File: config.mk
export PLATFORM = sky130hd
export DESIGN_NAME = tgl_poll_ctrl
export DESIGN_NICKNAME = d
export VERILOG_FILES = /design/src/rtl/tgl_poll_pkg.sv /design/src/rtl/tgl_pair_cmp.sv /design/src/rtl/tgl_pair_budget.sv /design/src/rtl/tgl_poll_ctrl.sv
export SDC_FILE = /design/constraint.sdc
export NUM_CORES = 1
export LEC_CHECK = 0
export ABC_CLOCK_PERIOD_IN_PS = 1700
export BUFFER_PORTS_ARGS = -buffer_cell sky130_fd_sc_hd__buf_2
export CAP_MARGIN = 20
export CORE_AREA = 2 2 39 41
export DETAILED_ROUTE_END_ITERATION = 7
export DIE_AREA = 0 0 41 43
export HOLD_SLACK_MARGIN = 0.12
export PLACE_DENSITY = 0.54
export SYNTH_ARGS = -nofsm -noshare
export SYNTH_HDL_FRONTEND = slang
export SYNTH_HIERARCHICAL = 1
export SYNTH_SLANG_ARGS = --single-unit
File: constraint.sdc
create_clock -name clk -period 1.7 [get_ports clk]
set_clock_uncertainty 0.1 [all_clocks]
set_input_delay 0.34 -clock clk [delete_from_list [all_inputs] [get_ports clk]]
set_output_delay 0.34 -clock clk [all_outputs]
set_load 0.03 [all_outputs]
File: src/rtl/tgl_poll_pkg.sv
package tgl_poll_pkg;

    typedef enum logic [1:0] {
        ST_IDLE   = 2'd0,
        ST_FIRST  = 2'd1,
        ST_SECOND = 2'd2
    } poll_state_t;

    typedef struct packed {
        logic toggled;
        logic timeout;
    } pair_view_t;

    typedef enum logic [1:0] {
        ACT_REPEAT  = 2'd0,
        ACT_CONFIRM = 2'd1,
        ACT_PASS    = 2'd2,
        ACT_FAIL    = 2'd3
    } pair_act_t;

    // Verdict on a finished read pair.
    function automatic pair_act_t judge_pair(pair_view_t v, logic confirming,
                                             logic last_allowed);
        if (!v.toggled)       return ACT_PASS;
        else if (confirming)  return ACT_FAIL;
        else if (last_allowed) return ACT_FAIL;
        else if (v.timeout)   return ACT_CONFIRM;
        else                  return ACT_REPEAT;
    endfunction

endpackage

File: src/rtl/tgl_pair_cmp.sv
module tgl_pair_cmp
    import tgl_poll_pkg::*;
#(
    parameter int DATA_W  = 8,
    parameter int TOG_IDX = 6,
    parameter int LIM_IDX = 5
) (
    input  logic              clk,
    input  logic              rst,
    input  logic              grab_first,
    input  logic [DATA_W-1:0] rd_data,
    output pair_view_t        view
);
    logic first_q;

    always_ff @(posedge clk) begin
        if (rst)             first_q <= 1'b0;
        else if (grab_first) first_q <= rd_data[TOG_IDX];
    end

    always_comb begin
        view.toggled = first_q ^ rd_data[TOG_IDX];
        view.timeout = rd_data[LIM_IDX];
    end
endmodule

File: src/rtl/tgl_pair_budget.sv
module tgl_pair_budget #(
    parameter int unsigned MAX_PAIRS = 0
) (
    input  logic clk,
    input  logic rst,
    input  logic clear,
    input  logic step,
    output logic last_pair
);
    localparam int CNT_W = (MAX_PAIRS < 2) ? 1 : $clog2(MAX_PAIRS);

    generate
        if (MAX_PAIRS == 0) begin : g_off
            assign last_pair = 1'b0;
        end else begin : g_on
            logic [CNT_W-1:0] cnt_q;
            always_ff @(posedge clk) begin
                if (rst || clear) cnt_q <= '0;
                else if (step)    cnt_q <= cnt_q + 1'b1;
            end
            assign last_pair = (cnt_q == CNT_W'(MAX_PAIRS - 1));
        end
    endgenerate
endmodule

File: src/rtl/tgl_poll_ctrl.sv
module tgl_poll_ctrl
    import tgl_poll_pkg::*;
#(
    parameter int          DATA_W    = 8,
    parameter int          TOG_IDX   = 6,
    parameter int          LIM_IDX   = 5,
    parameter int unsigned MAX_PAIRS = 0
) (
    input  logic              clk,
    input  logic              rst,
    input  logic              start_i,
    output logic              rd_req_o,
    input  logic [DATA_W-1:0] rd_data_i,
    input  logic              rd_done_i,
    output logic              rst_cmd_o,
    output logic              done_o,
    output logic              fail_o
);
    poll_state_t state_q;
    logic        confirm_q;
    logic        done_q;
    logic        fail_q;
    pair_view_t  view;
    logic        last_pair;
    pair_act_t   act;

    logic accept_start;
    logic first_ack;
    logic second_ack;

    assign accept_start = (state_q == ST_IDLE)   && start_i;
    assign first_ack    = (state_q == ST_FIRST)  && rd_done_i;
    assign second_ack   = (state_q == ST_SECOND) && rd_done_i;

    tgl_pair_cmp #(
        .DATA_W  (DATA_W),
        .TOG_IDX (TOG_IDX),
        .LIM_IDX (LIM_IDX)
    ) i_cmp (
        .clk        (clk),
        .rst        (rst),
        .grab_first (first_ack),
        .rd_data    (rd_data_i),
        .view       (view)
    );

    tgl_pair_budget #(
        .MAX_PAIRS (MAX_PAIRS)
    ) i_budget (
        .clk       (clk),
        .rst       (rst),
        .clear     (accept_start),
        .step      (second_ack),
        .last_pair (last_pair)
    );

    always_comb act = judge_pair(view, confirm_q, last_pair);

    always_ff @(posedge clk) begin
        if (rst) begin
            state_q   <= ST_IDLE;
            confirm_q <= 1'b0;
            done_q    <= 1'b0;
            fail_q    <= 1'b0;
        end else begin
            done_q <= 1'b0;
            fail_q <= 1'b0;
            unique case (state_q)
                ST_IDLE: begin
                    if (start_i) begin
                        state_q   <= ST_FIRST;
                        confirm_q <= 1'b0;
                    end
                end
                ST_FIRST: begin
                    if (rd_done_i) state_q <= ST_SECOND;
                end
                ST_SECOND: begin
                    if (rd_done_i) begin
                        unique case (act)
                            ACT_REPEAT:  state_q <= ST_FIRST;
                            ACT_CONFIRM: begin
                                state_q   <= ST_FIRST;
                                confirm_q <= 1'b1;
                            end
                            ACT_PASS: begin
                                state_q <= ST_IDLE;
                                done_q  <= 1'b1;
                            end
                            ACT_FAIL: begin
                                state_q <= ST_IDLE;
                                fail_q  <= 1'b1;
                            end
                        endcase
                    end
                end
                default: state_q <= ST_IDLE;
            endcase
        end
    end

    assign rd_req_o  = (state_q != ST_IDLE);
    assign done_o    = done_q;
    assign fail_o    = fail_q;
    assign rst_cmd_o = fail_q;
endmodule

After elaboration in Yosys (flattened, before gate mapping)
Index checks and enable logic that the tools add are counted.
Widths: inputs -> output; s select.
{"block": "op_classes", "n_eq_ne": 9, "n_mux": 14, "bitwise_logic": 3, "n_reduce_logical": 10}
{"op": "$mux 2", "count": 5}
{"op": "$eq 2x2->1 const B", "count": 3}
{"op": "$mux 1", "count": 6}
{"op": "$ne 2x2->1 const B", "count": 3}
{"op": "$pmux 2 s3", "count": 1}
{"op": "$eq 2x1->1 const B", "count": 2}
{"op": "$logic_not 2->1", "count": 2}
{"op": "$pmux 2 s2", "count": 1}
{"op": "$reduce_and 4->1", "count": 1}
{"op": "$reduce_bool 2->1", "count": 2}
{"op": "$reduce_or 2->1", "count": 2}
{"op": "$reduce_and 3->1", "count": 1}
{"op": "$reduce_or 3->1", "count": 1}
{"op": "$ne 2x1->1 const B", "count": 1}
{"op": "$not 1->1", "count": 2}
{"op": "$pmux 1 s2", "count": 1}
{"op": "$logic_and 1x1->1", "count": 1}
{"op": "$xor 1x1->1", "count": 1}
{"block": "totals", "ff_bits": 6, "in_bits": 12, "out_inout_bits": 4, "word_cells": 41}

Longest topological paths before layout
Gate-level depths: netlist of the first run.
{"block": "logic_depth", "depth_word": 8, "ltp_mapped": 4, "ltp_nobuf": 4}

Hierarchy
The synthesis of the first run kept the hierarchy.
{"module": "tgl_poll_ctrl", "instances": 1, "cells_per_inst": 27, "area_each_um2": 230.2, "seq_area_each_um2": 100.1}
{"module": "tgl_pair_cmp", "instances": 1, "cells_per_inst": 5, "area_each_um2": 50.0, "seq_area_each_um2": 20.0}
{"module": "tgl_pair_budget", "instances": 1, "cells_per_inst": 2, "area_each_um2": 11.3, "seq_area_each_um2": 0.0}

Worst setup path after synthesis of the first run
Ideal clock, no wire load.
{"block": "synth_timing", "path_type": "flip-flop to output port", "start": "reg fail_q, in the netlist fail_o", "end": "out rst_cmd_o", "arrival_time_ns": 0.700, "required_ns": 1.260, "setup_slack_ns": 0.560, "path_stages_with_launch": 2, "path_buffers": 1, "path_cell_list": "dfxtp_1 -> buf_4"}
{"item": "start, declared", "line": "tgl_poll_ctrl.sv:22", "text": "logic fail_q;"}
{"item": "start signal, assigned", "line": "tgl_poll_ctrl.sv:64", "text": "fail_q <= 1'b0;"}
{"item": "start signal, assigned", "line": "tgl_poll_ctrl.sv:67", "text": "fail_q <= 1'b0;"}
{"item": "start signal, assigned", "line": "tgl_poll_ctrl.sv:92", "text": "fail_q <= 1'b1;"}
{"item": "end, declared", "line": "tgl_poll_ctrl.sv:15", "text": "output logic rst_cmd_o,"}
No word-level cell between the ends.

Final worst setup path of the first run
{"block": "layout_timing", "start": "reg state_q[0]", "end": "out rd_req_o"}
{"block": "layout_via", "elab_chain_cells": 1}
{"item": "start, declared", "line": "tgl_poll_ctrl.sv:19", "text": "poll_state_t state_q;"}
{"item": "start signal, assigned", "line": "tgl_poll_ctrl.sv:61", "text": "state_q <= ST_IDLE;"}
{"item": "start signal, assigned", "line": "tgl_poll_ctrl.sv:71", "text": "state_q <= ST_FIRST;"}
{"item": "start signal, assigned", "line": "tgl_poll_ctrl.sv:76", "text": "if (rd_done_i) state_q <= ST_SECOND;"}
{"item": "$reduce_bool 2->1", "line": "tgl_poll_ctrl.sv:102", "text": "assign rd_req_o = (state_q != ST_IDLE);"}
{"item": "end, declared", "line": "tgl_poll_ctrl.sv:12", "text": "output logic rd_req_o,"}
Every way passes these cells.

==> results.md, run 1 <==
* Unrepaired setup endpoints after global routing: no
* Layout Area Growth over Synthesis at 22.61%
* Die W at 41 µm
* Fin crit share at between 80 and 90%
* First-pass GRT wire length at 869 µm
* Total power draw at 0.3222 mW
* Hold-fix buffers at CTS at 0
* Outcome: finished, final reports clean
* Syn Nets at 45
* Post-route cell area at 352.8 µm²
* Cell Rows at 14
* Vias/cell at roughly 4.0
* Data arrival, critical path at roughly 1.1 ns
* Fin. Hold Viols at 0
* Post-Syn Area at 287.8 µm²
* Commonest cells after routing, fill and taps aside: buf_2 (9), dfxtp_1 (6), nor2_1 (5)
* Critical Path Sink Type: output pin
* Placed Cells at 55
* Number of buffers created by CTS at 3
* Vias in the first global route at about 230
* Yosys Warn Count at 6
* IO Port Bufs at 9
* Initial antenna violation count at 0
* Fin cells at 58
* Final setup fails at 0
* Peak supply drop at between 0.2 and 0.3 mV
* CTS tree: yes
* Net total in the final layout at 56
* Power density over cell area at 913.1 nW/µm²
* Placed Area at 330.3 µm²
* GRT Total Usage at 7.638%
* Per-cell routed wire length at 8.483 µm
* Cells after Synth at 33
* Initial cell density of the core at around a fifth
* Core ar. at 1384 µm²
* Final GP Congestion at 0.6289
* Worst min-delay path class: primary input to flip-flop
* Root Buffer Master: clkbuf_4
* P_leak at 0.1643 nW
* Setup TNS at 0 ns
* Crit Path Category: flip-flop to output pin
* Max-cap violations at 0
* Placement Setup Slack at 0.4126 ns
* Register area at 120.1 µm²
* Post-route minimum period at 1.487 ns
* Vias after detailed routing at 231
* CP startpoint kind: flip-flop
* Diode count at 0
* Fin worst setup slack at 0.2131 ns
* Multi-input logic area at 137.6 µm²
* Setup bufs post-CTS at 0
* WHS at 0.2444 ns
* Critical path fanouts, max at 7
* Most common cell after layout, fill and taps aside: buf_2
* DRC Markers at 0
* CTS resizes at 0
* Boundary Pins at 16
* Critical Path RT at 1.26 ns
* Largest net degree at the start of global routing at 8
* Final Util at about 25%
* Average cell area after synthesis at 8.720 µm²
* Clock buffer depth at 2
* Initial DRC count at 2
* GR Overflow Total at 0
* Max Clk Rate at 672.5 MHz
* Final WL at approximately 490 µm
* Worst skew pair latency at 0.24 ns
* Drt pass-1 iters at 2
* Share of cells above drive strength 1 at roughly a third
* Die area at 1763 µm²
* Slew Limit Fails at 0
* Die H at 43 µm
* Sink Count at 6
* Routed Antenna Nets at 0
* # fillers at 162
* H-tree Lvls at 1
* CTS clk-pin slew, worst paths at 0.05 ns
power breakdown:
group	internal, mW	total, mW	switching (mW)
combinational	0.0173	0.0386	0.0212
clock	0.0800	0.133	0.0532
sequential	0.145	0.150	0.00510
critical path, stage by stage, from the launching register on:
cell and delay [ns]:
dfxtp_1 0.36, or2_1 0.26, buf_2 0.18
layout make-up:
cell class,instances,share of cell area [%]
Tap cell,16,5.674
Multi-Input combinational cell,22,39.01
Inverter,2,2.128
Sequential cell,6,34.04
Clock buffer,3,6.383
Timing Repair Buffer,9,12.77
layer usage:
metal | vias to the layer above | part of all wire, % | track usage [%]
met2 | 7 | 45 | 8.750
li1 | 124 | - | -
met3 | 0 | 7.9 | 4.712
met1 | 100 | 47 | 9.677
met5 | - | 0 | 0
met4 | 0 | 0 | 6.000
state kept, by name (all words and copies together) (netlist names):
register	cells
state_q	2
confirm_q	1
done_o	1
fail_o	1
i_cmp/first_q	1
worst paths after layout:
check | start | endpoint | slack (ns) | cells past startpoint
setup / recovery | state_q[0] | rd_req_o | 0.21 | 2
hold / removal | rst | state_q[1] | 0.24 | 2
hold reg to reg | state_q[1] | done_o | 0.39 | 2
setup reg to reg | i_cmp/first_q | confirm_q | 0.54 | 4
(Power assumes the default switching activity.)
==> inputs of run 2 (changes only) <==
--- a/config.mk
+++ b/config.mk
@@ -13,6 +13,7 @@
 export DIE_AREA = 0 0 41 43
 export HOLD_SLACK_MARGIN = 0.12
 export PLACE_DENSITY = 0.54
+export SETUP_SLACK_MARGIN = 0.5
 export SYNTH_ARGS = -nofsm -noshare
 export SYNTH_HDL_FRONTEND = slang
 export SYNTH_HIERARCHICAL = 1
==> constraint.sdc (replaced) <==
create_clock -name clk -period 1.7 [get_ports clk]
set_clock_uncertainty 0.1 [all_clocks]
set_input_delay 0.34 -clock clk [delete_from_list [all_inputs] [get_ports clk]]
set_output_delay 0.34 -clock clk [all_outputs]
set_load 0.005 [all_outputs]
==> results.md, run 2 (same netlist as run 1, synthesis figures left out) <==
* Outcome: finished, final reports clean (unchanged)
* # fillers at 164 (was 162)
* Setup TNS at 0 ns (unchanged)
* Die W at 41 µm (unchanged)
* Sw Share at 23.24% (was 24.68%)
* GRT Total Usage at 8.233% (was 7.638%)
* Internal power at 0.2470 mW (was 0.2427 mW)
* Hold-fix buffers at CTS at 0 (unchanged)
* Largest net degree at the start of global routing at 7 (was 8)
* Number of buffers created by CTS at 3 (unchanged)
* Clk pwr share at 41.2% (was 41.3%)
* Peak supply drop at 0.2651 mV (was 0.2616 mV)
* Total power draw at 0.3218 mW (was 0.3222 mW)
* GR Overflow Total at 0 (unchanged)
* Crit Path Category: flip-flop to output pin (unchanged)
* R2R depth at 4 (unchanged)
* IO Port Bufs at 9 (unchanged)
* Unrepaired setup endpoints after global routing: yes (was no)
* CTS clk-pin slew, worst paths at 0.05 ns (about the same)
* P_sw at 0.07480 mW (was 0.07950 mW)
* Minimum setup slack among reg-to-reg paths at 0.55 ns (was 0.54 ns)
* Initial cell density of the core at 20.80% (unchanged)
* Worst skew pair latency at 0.24 ns (about the same)
* Logic pwr share at 12.8% (was 12.0%)
* Boundary Pins at 16 (unchanged)
* Commonest cells after routing, fill and taps aside: buf_2 (9), nor2_1 (5), clkbuf_4 (3), dfxtp_1 (3) (was buf_2 (9), dfxtp_1 (6), nor2_1 (5))
* Post-route cell area at 381.6 µm² (was 352.8 µm²)
* Power density over cell area at 843.3 nW/µm² (was 913.1 nW/µm²)
* Fin crit share at 80.23% (was 87.47%)
* Final setup fails at 0 (unchanged)
* R2r endpoint: confirm_q (unchanged)
* Share of cells above drive strength 1 at 45.45% (was 33.33%)
* H-tree Lvls at 1 (unchanged)
* Post-route minimum period at 1.364 ns (was 1.487 ns)
* Reg with most FFs: state_q (unchanged)
* WHS Path Cells at 2 (unchanged)
* Slew Limit Fails at 0 (unchanged)
* Die H at 43 µm (unchanged)
* CP Launch Point: state_q[0] (unchanged)
* Placed Cells at 55 (unchanged)
* P_leak at 0.1764 nW (was 0.1643 nW)
* Initial DRC count at 1 (was 2)
* Routed Antenna Nets at 0 (unchanged)
* Max-cap violations at 0 (unchanged)
* Max Clk Rate at 733.2 MHz (was 672.5 MHz)
* Drt pass-1 iters at 4 (was 2)
* Most common cell after layout, fill and taps aside: buf_2 (unchanged)
* Root Buffer Master: clkbuf_4 (unchanged)
* CP startpoint kind: flip-flop (unchanged)
* Diode count at 0 (unchanged)
* Net total in the final layout at 58 (was 56)
* CTS tree: yes (unchanged)
* Final GP Congestion at 0.6289 (unchanged)
* Largest register FFs at 2 (unchanged)
* Fin cells at 60 (was 58)
* Die area at 1763 µm² (unchanged)
* Critical path fanouts, max at 2 (was 7)
* Core ar. at 1384 µm² (unchanged)
* Per-cell routed wire length at 8.650 µm (was 8.483 µm)
* Final WL at 519 µm (was 492 µm)
* Cell Rows at 14 (unchanged)
* Vias/cell at 3.983 (about the same)
* Fin. Hold Viols at 0 (unchanged)
* Sequential power share at 46.0% (was 46.7%)
* Hold path endpoint: state_q[0] (was state_q[1])
* Worst min-delay path class: primary input to flip-flop (unchanged)
* Vias in the first global route at 245 (was 225)
* RR Startpoint: state_q[0] (was i_cmp/first_q)
* Critical Path RT at 1.26 ns (about the same)
* Vias after detailed routing at 239 (was 231)
* First-pass GRT wire length at 945 µm (was 869 µm)
* Initial antenna violation count at 0 (unchanged)
* Placed Area at 330.3 µm² (unchanged)
* Layout Area Growth over Synthesis at 32.61% (was 22.61%)
* Sink Count at 6 (unchanged)
* Min-Delay Startpoint: rst (unchanged)
* DRC Markers at 0 (unchanged)
* Data arrival, critical path at 0.92 ns (was 1.05 ns)
* Critical Path Sink Type: output pin (unchanged)
* Clock buffer depth at 2 (unchanged)
==> run 2: worst max path at each step <==
stage | end | slack, ns | depth (start not counted)
after global routing | rd_req_o | 0.30 | 2
after global placement | confirm_q | 0.44 | 5
final | rd_req_o | 0.34 | 2
after CTS | rd_req_o | 0.32 | 2
after detailed placement | confirm_q | 0.41 | 5
after floorplan | confirm_q | 0.61 | 4
==> run 2: timing repair <==
item | 4_1_cts | 5_1_grt
setup endpoints to repair | 1 | 4
resized for setup | 3 | 2
endpoints found under the hold margin | 0 | 0
pin swaps | 1 | 2
setup buffers | 2 | 0
==> run 2: final cells by class <==
cell class,instances,area [µm²],area share (%)
clock buffers,3,22.52,5.902
repair buffers,11,60.06,15.74
well taps,16,20.02,5.246
flip-flops and latches,6,126.4,33.11
inverters,2,7.507,1.967
multi-input cells,22,145.1,38.03
==> run 2: power by group through the flow <==
stage	registers [mW]	logic, mW	clock network, mW
3_3_place_gp	0.153	0.0328	0
3_5_place_dp	0.153	0.0330	0
5_1_grt	0.148	0.0469	0.151
2_1_floorplan	0.152	0.0225	0
6_report	0.148	0.0413	0.133
4_1_cts	0.147	0.0407	0.141
==> run 2: per-layer routing <==
metal	track usage [%]	routed length (µm)
met1	9.968	239
met2	10.31	240
met3	4.712	39
met4	6.000	0
met5	0	0
==> run 2: metrics by stage <==
step,hold WS [ns],utilization (%),setup slack (ns)
finish,0.2378,27.58,0.3361
detailed placement,0.3829,23.87,0.4126
CTS,0.2262,26.94,0.3203
global route,0.2400,27.58,0.2972
global placement,0.3790,23.87,0.4395
floorplan,0.3091,-,0.6104
==> run 2: worst max-delay path, cell delays in order (launching register included) <==
cell,delay (ns)
dfxtp_4,0.33
or2_1,0.22
buf_2,0.13
